<file path="src/rtl/pad_mux_pkg.sv">
package pad_mux_pkg;

  localparam int BTN_W  = 12;
  localparam int PORT_W = 8;
  localparam int GRP_W  = 6;
  localparam int SEL_BIT = 6;

  // bit positions within the button word
  localparam int B_UP    = 0;
  localparam int B_DOWN  = 1;
  localparam int B_LEFT  = 2;
  localparam int B_RIGHT = 3;
  localparam int B_B     = 4;
  localparam int B_C     = 5;
  localparam int B_A     = 6;
  localparam int B_START = 7;
  localparam int B_Z     = 8;
  localparam int B_Y     = 9;
  localparam int B_X     = 10;
  localparam int B_MODE  = 11;

  typedef enum logic [1:0] {
    PH_ZERO  = 2'd0,
    PH_ONE   = 2'd1,
    PH_TWO   = 2'd2,
    PH_THREE = 2'd3
  } pad_phase_t;

endpackage

</file>
<file path="src/rtl/pad_sel_phase_tracker.sv">
module pad_sel_phase_tracker
  import pad_mux_pkg::*;
#(
  parameter int TIMEOUT_CYCLES = 187500,
  localparam int IDLE_W = $clog2(TIMEOUT_CYCLES)
) (
  input  logic              clk,
  input  logic              rst,
  input  logic              sel_in,
  output pad_phase_t        phase,
  output logic              sel_prev,
  output logic [IDLE_W-1:0] idle_cnt
);

  localparam logic [IDLE_W-1:0] IDLE_LAST = IDLE_W'(TIMEOUT_CYCLES - 1);

  logic sel_rise;
  assign sel_rise = sel_in & ~sel_prev;

  always_ff @(posedge clk) begin
    if (rst) begin
      sel_prev <= 1'b1;
      phase    <= PH_ZERO;
      idle_cnt <= '0;
    end else begin
      sel_prev <= sel_in;
      if (sel_rise) begin
        idle_cnt <= '0;
        if (phase != PH_THREE) phase <= pad_phase_t'(phase + 2'd1);
      end else if (idle_cnt == IDLE_LAST) begin
        phase <= PH_ZERO;
      end else begin
        idle_cnt <= idle_cnt + 1'b1;
      end
    end
  end

endmodule

</file>
<file path="src/rtl/pad_group_select.sv">
module pad_group_select
  import pad_mux_pkg::*;
(
  input  logic [BTN_W-1:0] btn_n,
  input  logic             sel,
  input  pad_phase_t       phase,
  input  logic             six_en,
  output logic [GRP_W-1:0] grp
);

  logic [GRP_W-1:0] grp_hi;
  logic [GRP_W-1:0] grp_lo;
  logic [GRP_W-1:0] grp_ext;
  logic [GRP_W-1:0] grp_null;
  logic [GRP_W-1:0] grp_id;

  assign grp_hi   = {btn_n[B_C], btn_n[B_B], btn_n[B_RIGHT], btn_n[B_LEFT],
                     btn_n[B_DOWN], btn_n[B_UP]};
  assign grp_lo   = {btn_n[B_START], btn_n[B_A], 2'b00,
                     btn_n[B_DOWN], btn_n[B_UP]};
  assign grp_ext  = {btn_n[B_C], btn_n[B_B], btn_n[B_MODE], btn_n[B_X],
                     btn_n[B_Y], btn_n[B_Z]};
  assign grp_null = {btn_n[B_START], btn_n[B_A], 4'b0000};
  assign grp_id   = {btn_n[B_START], btn_n[B_A], 4'b1111};

  always_comb begin
    grp = sel ? grp_hi : grp_lo;
    if (six_en) begin
      if (phase == PH_TWO && !sel)   grp = grp_null;
      if (phase == PH_THREE &&  sel) grp = grp_ext;
      if (phase == PH_THREE && !sel) grp = grp_id;
    end
  end

endmodule

</file>
<file path="src/rtl/pad_dir_merge.sv">
module pad_dir_merge #(
  parameter int PORT_W = 8,
  parameter int GRP_W  = 6
) (
  input  logic [PORT_W-1:0] data_reg,
  input  logic [PORT_W-1:0] dir_reg,
  input  logic [GRP_W-1:0]  grp,
  output logic [PORT_W-1:0] merged
);

  for (genvar i = 0; i < PORT_W; i++) begin : g_bit
    logic drive;
    if (i == PORT_W - 1) begin : g_top
      assign drive = 1'b1;
    end else begin : g_dir
      assign drive = dir_reg[i];
    end
    if (i < GRP_W) begin : g_grp
      assign merged[i] = (data_reg[i] & drive) | grp[i];
    end else begin : g_reg
      assign merged[i] = data_reg[i] & drive;
    end
  end

endmodule

</file>
<file path="src/rtl/pad_port_mux.sv">
module pad_port_mux
  import pad_mux_pkg::*;
#(
  parameter int TIMEOUT_CYCLES = 187500
) (
  input  logic              clk,
  input  logic              rst,
  input  logic              rd_stb,
  input  logic [BTN_W-1:0]  buttons,
  input  logic [PORT_W-1:0] data_reg,
  input  logic [PORT_W-1:0] dir_reg,
  input  logic              six_btn_en,
  output logic [PORT_W-1:0] rd_data
);

  localparam int IDLE_W = $clog2(TIMEOUT_CYCLES);

  logic [BTN_W-1:0]  btn_n;
  pad_phase_t        phase_w;
  logic              sel_prev_w;
  logic [IDLE_W-1:0] idle_w;
  logic [GRP_W-1:0]  grp_w;
  logic [PORT_W-1:0] merged_w;

  assign btn_n = ~buttons;

  pad_sel_phase_tracker #(.TIMEOUT_CYCLES(TIMEOUT_CYCLES)) trk_i (
    .clk      (clk),
    .rst      (rst),
    .sel_in   (data_reg[SEL_BIT]),
    .phase    (phase_w),
    .sel_prev (sel_prev_w),
    .idle_cnt (idle_w)
  );

  pad_group_select sel_i (
    .btn_n  (btn_n),
    .sel    (data_reg[SEL_BIT]),
    .phase  (phase_w),
    .six_en (six_btn_en),
    .grp    (grp_w)
  );

  pad_dir_merge #(.PORT_W(PORT_W), .GRP_W(GRP_W)) mrg_i (
    .data_reg (data_reg),
    .dir_reg  (dir_reg),
    .grp      (grp_w),
    .merged   (merged_w)
  );

  always_ff @(posedge clk) begin
    if (rst)         rd_data <= '0;
    else if (rd_stb) rd_data <= merged_w;
  end

endmodule

</file>
<file path="config.mk">
export PLATFORM = sky130hd
export DESIGN_NAME = pad_port_mux
export DESIGN_NICKNAME = d
export VERILOG_FILES = /design/src/rtl/pad_mux_pkg.sv /design/src/rtl/pad_sel_phase_tracker.sv /design/src/rtl/pad_group_select.sv /design/src/rtl/pad_dir_merge.sv /design/src/rtl/pad_port_mux.sv
export SDC_FILE = /design/constraint.sdc
export NUM_CORES = 1
export LEC_CHECK = 0
export BUFFER_PORTS_ARGS = -buffer_cell sky130_fd_sc_hd__buf_2
export CAP_MARGIN = 20
export CORE_AREA = 5 5 62 64
export CTS_CLUSTER_SIZE = 14
export DETAILED_ROUTE_END_ITERATION = 10
export DIE_AREA = 0 0 67 69
export MAX_ROUTING_LAYER = met4
export PLACE_DENSITY_LB_ADDON = 0.12
export REMOVE_ABC_BUFFERS = 1
export SETUP_SLACK_MARGIN = 0.05
export SYNTH_ARGS = -nofsm -noshare
export SYNTH_HDL_FRONTEND = slang
export SYNTH_SLANG_ARGS = --single-unit
export TNS_END_PERCENT = 20
</file>
<file path="constraint.sdc">
create_clock -name clk -period 1.9 [get_ports clk]
set_input_delay 0.095 -clock clk [delete_from_list [all_inputs] [get_ports clk]]
set_output_delay 0.095 -clock clk [all_outputs]
set_load 0.05 [all_outputs]
</file>
Word-level counts from Yosys, hierarchy flattened
Index checks and enable logic that the tools add are counted.
{"block": "op_classes", "n_bitwise": 16, "n_eq_ne": 5, "mux": 8, "n_reduce_logical": 7, "n_addsub": 2}
{"cell": "$mux 6", "n": 5}
{"cell": "$add 18x1->18 const B", "n": 1}
{"cell": "$eq 18x18->1 const B", "n": 1}
{"cell": "$not 12->12", "n": 1}
{"cell": "$and 1x1->1", "n": 8}
{"cell": "$mux 2", "n": 3}
{"cell": "$or 1x1->1", "n": 6}
{"cell": "$eq 2x2->1 const B", "n": 2}
{"cell": "$ne 2x2->1 const B", "n": 2}
{"cell": "$logic_and 1x1->1", "n": 3}
{"cell": "$add 2x1->2 const B", "n": 1}
{"cell": "$reduce_and 2->1", "n": 1}
{"cell": "$reduce_bool 2->1", "n": 1}
{"cell": "$reduce_or 2->1", "n": 1}
{"cell": "$logic_not 1->1", "n": 1}
{"cell": "$not 1->1", "n": 1}
{"block": "word_totals", "ff_bits": 29, "word_cells": 42, "out_inout_bits": 8, "inputBits": 32}

Logic depth before layout (Yosys ltp)
Gate-level depths: netlist (run 1).
{"block": "logic_depth", "word_depth": 7, "depth_mapped": 6}

Modules after synthesis
Synthesis (run 1) repeated with hierarchy kept, for this count alone.
{"block": "hier_totals", "hier_cells": 182, "hier_area_um2": 1549.0}
{"module": "pad_sel_phase_tracker", "instances": 1, "area_each_um2": 1011.0, "cells_each": 117}
{"module": "pad_port_mux", "instances": 1, "area_each_um2": 330.3, "cells_each": 38}
{"module": "pad_group_select", "instances": 1, "area_each_um2": 148.9, "cells_each": 19}
{"module": "pad_dir_merge", "instances": 1, "area_each_um2": 58.8, "cells_each": 8}

Worst setup path after synthesis (run 1)
No wires, ideal clock.
{"block": "synth_path", "path_kind": "register -> register", "start": "register trk_i.idle_cnt[6]", "end": "register trk_i.idle_cnt[17]", "n_path_buf": 1, "arrival_time_ns": 1.771, "setup_time_ns": 0.070, "path_slack_ns": 0.060, "path_stages_with_launch": 6, "cell_sequence": "dfxtp_1 -> nand4_2 -> or4_1 -> buf_2 -> or4_1 -> a21oi_1"}
{"block": "synth_via", "elab_chain_cells": 1, "elab_cells_between_ends": 2}
{"item": "start: declaration", "line": "pad_sel_phase_tracker.sv:12", "text": "output logic [IDLE_W-1:0] idle_cnt"}
{"item": "start signal: assignment", "line": "pad_sel_phase_tracker.sv:33", "text": "idle_cnt <= idle_cnt + 1'b1;"}
{"item": "$add 18x1->18 or $eq 18x18->1 (tied branches)", "line": "pad_sel_phase_tracker.sv:33, pad_sel_phase_tracker.sv:30"}
Several ways; a longest one is shown, not always the timed one.
A chain may end at the register's enable or synchronous reset.

Worst setup path in the final report (run 1)
{"block": "layout_path", "start": "register trk_i.idle_cnt[9]", "end": "register trk_i.idle_cnt[17]"}
Same word-level chain as after synthesis.

==> results of run 1 <==
-- tightest hold or removal path, cell delays in order --
cell     delay (ns)
buf_2          0.08
mux2i_1        0.05
nor2_1         0.09
-- path summary, 6_finish.rpt --
check	end	cells after the start	slack (ns)	start
hold / removal	rd_data[7]$_SDFFE_PP0P_	3	0.02	data_reg[7]
setup / recovery	trk_i.idle_cnt[17]$_SDFFE_PP0N_	4	0.12	trk_i.idle_cnt[9]$_SDFFE_PP0N_
setup reg to reg	trk_i.idle_cnt[17]$_SDFFE_PP0N_	4	0.12	trk_i.idle_cnt[9]$_SDFFE_PP0N_
hold reg to reg	rd_data[6]$_SDFFE_PP0P_	2	0.48	rd_data[6]$_SDFFE_PP0P_
-- per-layer routing --
metal	share of wire, %	up-vias	track usage (%)	wire length (um)
met3	4.5	10	5.03	153
li1	-	696	-	-
met2	47	23	23.4	1590
met1	46	627	18.4	1540
met5	0	-	-	0
met4	2.6	0	8.11	87
-- area by class of cell --
class | count | area, sq um
fill | 353 | 1510
multi-input combinational | 125 | 767
tap | 46 | 57.6
sequential | 29 | 581
timing repair buffer | 46 | 250
inverter | 7 | 26.3
clock buffer | 5 | 37.5
clock inverter | 1 | 5.00
-- power by group through the flow --
| stage | sequential, mW | clock [mW] | combinational [mW] |
|---|---|---|---|
| floorplan | 0.694 | 0 | 0.0482 |
| global placement | 0.652 | 0 | 0.152 |
| detailed placement | 0.653 | 0 | 0.158 |
| CTS | 0.639 | 0.341 | 0.159 |
| global route | 0.641 | 0.370 | 0.173 |
| finish | 0.639 | 0.327 | 0.158 |
-- what timing repair did --
| item | 4_1_cts | 5_1_grt |
|---|---|---|
| resized for setup | 1 | 1 |
| setup endpoints to repair | 1 | 1 |
| gates cloned | 0 | 0 |
| hold buffers | 0 | 0 |
| setup buffers | 0 | 0 |
-- state kept, by name (all words and copies together), names as in the netlist --
name            cells
trk_i.phase         2
trk_i.sel_prev      1
rd_data             8
trk_i.idle_cnt     18
-- placed cells by master, fill, tap and decap left out, types with 2 or more instances in the layout --
master     n
xor2_1     4
buf_4      8
nand3_1    9
or3_2      3
nor4_1     4
o21ai_0    8
mux2i_1    3
dfxtp_1   29
ha_1       3
o211ai_1   2
inv_1      7
or3_1      2
or2_2      2
nor2_1    18
buf_2     38
a21oi_1   14
nand2_1   10
a311oi_1   2
clkbuf_4   5
a31oi_1    2
nor3_1     9
nand4_1    3
xnor2_1    6
a211oi_1   2
nor2b_1    3
nand2b_1   2
-- logic make-up after synthesis --
| logic type | Yosys count | synth area share [%] |
|---|---|---|
| mux | 3 | 2.14 |
| flops | 29 | 41.4 |
| buf+inv | 13 | 4.11 |
| fa+ha+maj | 3 | 2.68 |
| simple gates | 74 | 28.3 |
| xor+xnor | 10 | 6.25 |
| compound gates | 35 | 15.1 |
-- per-stage QoR --
stage	cells	area, sq um	worst slack (ns)	util [%]
CTS	259	1720	0.119	53.3
global route	259	1720	0.0626	53.3
finish	259	1720	0.123	53.3
detailed placement	253	1680	0.0542	51.9
global placement	253	1680	0.0850	51.9
floorplan	161	1370	0.0840	-
==> results.toml, run 1 <==
[cells_and_area]
n_antenna_cell = 0
layout-drive-gt1-share_pct = 28.6
area_delta_synth_final_pct = 23.0
fin_nets = 249

[global_route]
track_usage_pct = 15.6
grt_pass1_vias = 1283
grt_first_pass_wirelength_um = 5500
overflow = 0
grt_max_degree = 19
antenna_found_initial = 0

[routing]
wl_um = 3370
ant_nets = 0
first_pass_iters = 4
num_vias = 1356
drcViolationCount = 0
drt-initial-drc-count = 74
wl_per_cell_um = 13.0
routed_via_density = 5.24

[clock_tree]
root_buffer = "clkbuf_4"
clockBufferDepth = 2
cts_buffers = 5
tritoncts = "done"
clk_pin_slew_ns = 0.09
clock_sinks = 29
htreeDepth = 2
clock_latency_ns = 0.33

[sta]
slew_violations = 0
rsz0062_at_grt = "no"
period_minus_slack_ns = 1.78
min_period_over_period_pct = 93.5
hold_ws_ns = 0.0229
fin_tns_setup_ns = 0
setup_viol = 0
hold_viol_final = 0
clock.fmax_mhz = 563
finClkSkew_ns = 0.00714
slew_headroom_pct = 75.0
worst_pin_slew_ns = 0.372

[power_and_ir_drop]
intPower_mw = 0.813
power_frac_comb_pct = 14.1
totalPowerFinal_mw = 1.12
swShare_pct = 27.7
sequentialPowerShare_pct = 56.8
powerDensity_nw_per_um2 = 652
p_switching_mw = 0.311
clock_power_share_pct = 29.1
cellLeakagePower_nw = 0.675
irDropWorstVdd_mv = 0.365

[setup_path]
required_ns = 2.16
path_cells = "inv_1 -> or4_4 -> or4_1 -> a21oi_1"
crit_path_max_incr_delay_ns = 0.59
crit_buf_inv = 1
cp-end-kind = "register"
cp_max_fo = 8
path_delay_family = "simple AND/OR/NAND/NOR gates"
criticalPathCategory = "reg -> reg"
cp-start-kind = "register"
arrival_ns = 2.04
crit_path_top_delay_cell = "or4_4"

[worst_hold_path]
worstHoldPathType = "in -> reg"

[place]
port-buffer-count = 38
place.gp.congestion = 0.811
hpwl_um = 2480

[logic_synthesis]
synth_seq_cells = 29
ys.flop_type = "dfxtp_1"
synth_most_common_cell = "dfxtp_1"
ys_types = 39
synth_edf_count = 0
synthTopCellsByCount = "dfxtp_1, nor2_1, a21oi_1"
yosys_warnings = 0
ys_seq_area_share_pct = 41.4
synth.top_cell.area_share_pct = 41.4
synthTopCellsByArea = "dfxtp_1, a21oi_1, nor2_1"
syn_avg_cell_area_sq_um = 8.39
postSynthCellCount = 167
netlist_area_sq_um = 1400
synth.largest_area_cell = "dfxtp_1"
synth-async-reset-ratio_pct = 0

[die]
fp-row-count = 21
coreArea_sq_um = 3230
die_area_sq_um = 4620
die_h_um = 69
die_w_um = 67
initial_utilization_pct = 43.4
ios = 40

[flow_run]
maxCapViolations = 0

[status]
status = "complete, no violations"
Power figures use the tool's default switching activity.
==> run 2, diff against run 1 <==
Settings changed: CTS_BUF_LIST set to sky130_fd_sc_hd__clkbuf_2 sky130_fd_sc_hd__clkbuf_4 sky130_fd_sc_hd__clkbuf_8, PLACE_DENSITY set to 0.72, PLACE_DENSITY_LB_ADDON 0.12 to unset.
==> results.toml, run 2 (synthesized netlist as in run 1, its figures left out) <==
[routing]
drt-initial-drc-count = 50
route.met2.wl_um = 1390
ant_nets = 0
met3_length_um = 134
first_pass_iters = 4
wl_um = 2940
met1_length_um = 1390
routed_via_density = 4.97
highest_layer = "met4"
num_vias = 1298
drcViolationCount = 0
wl_per_cell_um = 11.3

[setup_path]
crit_end = "trk_i.idle_cnt[17]$_SDFFE_PP0N_"
criticalPathCategory = "reg -> reg"
cp-end-kind = "register"
cp-start-kind = "register"
crit_path_max_incr_delay_ns = 0.57
required_ns = 2.16
reg2reg_depth = 4
r2r_end = "trk_i.idle_cnt[17]$_SDFFE_PP0N_"
crit_buf_inv = 0
crit_cells = 4
path_delay_family = "simple AND/OR/NAND/NOR gates"
cp_max_fo = 8
path_cells = "nand4_2 -> or4_4 -> or4_1 -> a21oi_1"
cp-startpoint = "trk_i.idle_cnt[8]$_SDFFE_PP0N_"
r2r_setup_slack_ns = 0.12
crit_path_top_delay_cell = "or4_4"
worstReg2RegStart = "trk_i.idle_cnt[8]$_SDFFE_PP0N_"
arrival_ns = 2.04

[place]
port-buffer-count = 38
place.gp.congestion = 0.759
dpl_worst_slack_ns = 0.0161
postPlaceCellArea_sq_um = 1680
hpwl_um = 2240

[clock_tree]
clock_sinks = 29
cts_buffers = 5
root_buffer = "clkbuf_4"
tritoncts = "done"
htreeDepth = 2
clockBufferDepth = 2
post-cts-setup-buffers = 0
clk_pin_slew_ns = 0.09
ctsHoldBuffers = 0
clock_latency_ns = 0.32

[sta]
hold_ws_ns = 0.0117
worst_pin_slew_ns = 0.343
setup_slack_ns = 0.116
finClkSkew_ns = 0.00627
hold_viol_final = 0
fin_tns_setup_ns = 0
min_period_over_period_pct = 93.9
slew_headroom_pct = 76.6
setup_viol = 0
rsz0062_at_grt = "no"
clock.fmax_mhz = 561
period_minus_slack_ns = 1.78
slew_violations = 0

[power_and_ir_drop]
intPower_mw = 0.899
cellLeakagePower_nw = 0.691
power_frac_comb_pct = 12.7
sequentialPowerShare_pct = 52.5
powerDensity_nw_per_um2 = 693
p_switching_mw = 0.316
swShare_pct = 26.0
clock_power_share_pct = 34.7
totalPowerFinal_mw = 1.21
irDropWorstVdd_mv = 0.490

[cells_and_area]
fin_nets = 249
reg_top3 = "trk_i.idle_cnt: 18 flops, rd_data: 8 flops, trk_i.phase: 2 flops"
final_cell_mix = "buf_2, dfxtp_1, nor2_1, a21oi_1, nand2_1"
n_antenna_cell = 0
layout_commonest_cell = "buf_2"
layout-drive-gt1-share_pct = 29.8
top_register = "trk_i.idle_cnt"
area_delta_synth_final_pct = 25.1
largest_reg_flops = 18
fin_area_sq_um = 1750

[die]
ios = 40
die_w_um = 67
fp-row-count = 21
die_area_sq_um = 4620
initial_utilization_pct = 43.4
die_h_um = 69
coreArea_sq_um = 3230

[global_route]
grt_max_degree = 19
track_usage_pct = 14.0
grt_first_pass_wirelength_um = 5020
overflow = 0
grt_pass1_vias = 1169
antenna_found_initial = 0

[flow_run]
maxCapViolations = 0

[worst_hold_path]
worstHoldPathType = "in -> reg"

[status]
status = "complete, no violations"
## run 2: changes by cell type in the layout (fill, tap and decap cells not counted), sizes merged
cell / change
clkbuf: +2
## run 2: how the worst min path moves through the flow
stage | from | endpoint | cells after the start
global route | dir_reg[2] | rd_data[2]$_SDFFE_PP0P_ | 3
detailed placement | data_reg[7] | rd_data[7]$_SDFFE_PP0P_ | 3
CTS | data_reg[7] | rd_data[7]$_SDFFE_PP0P_ | 3
global placement | data_reg[7] | rd_data[7]$_SDFFE_PP0P_ | 3
finish | data_reg[7] | rd_data[7]$_SDFFE_PP0P_ | 3
floorplan | rst | rd_data[6]$_SDFFE_PP0P_ | 1
## run 2: per-layer routing
layer  track usage, %  vias to the layer above
met3             4.87                        4
met1             17.7                      583
li1                 -                      695
met2             21.0                       16
met4             3.83                        0
met5                -                        -
## run 2: per-stage QoR
step	util, %	std cells
after floorplan	-	161
after global placement	51.9	253
after detailed placement	51.9	253
after CTS	54.2	261
after global routing	54.2	261
final	54.2	261
## run 2: layout make-up
type / count / area [sq um]
Multi-Input combinational cell: 125 / 767
Clock buffer: 7 / 65.1
Fill cell: 318 / 1480
Sequential cell: 29 / 582
Tap cell: 46 / 57.6
Inverter: 7 / 26.3
Clock inverter: 1 / 5.00
Timing Repair Buffer: 46 / 250
## run 2: power by group through the flow
stage | Combinational [mW] | Clock [mW] | Sequential [mW]
after floorplan | 0.0482 | 0 | 0.694
final | 0.155 | 0.422 | 0.638
after CTS | 0.156 | 0.433 | 0.638
after detailed placement | 0.156 | 0 | 0.652
after global placement | 0.154 | 0 | 0.652
after global routing | 0.170 | 0.468 | 0.641
## run 2: worst min-delay path: stages
cell and delay, ns:
buf_2 0.08, mux2i_1 0.05, nor2_1 0.07
## run 2: repair_timing
| item | 4_1_cts | 5_1_grt |
|---|---|---|
| resized for setup | 1 | 1 |
| cloned | 0 | 0 |
| setup endpoints to repair | 1 | 1 |
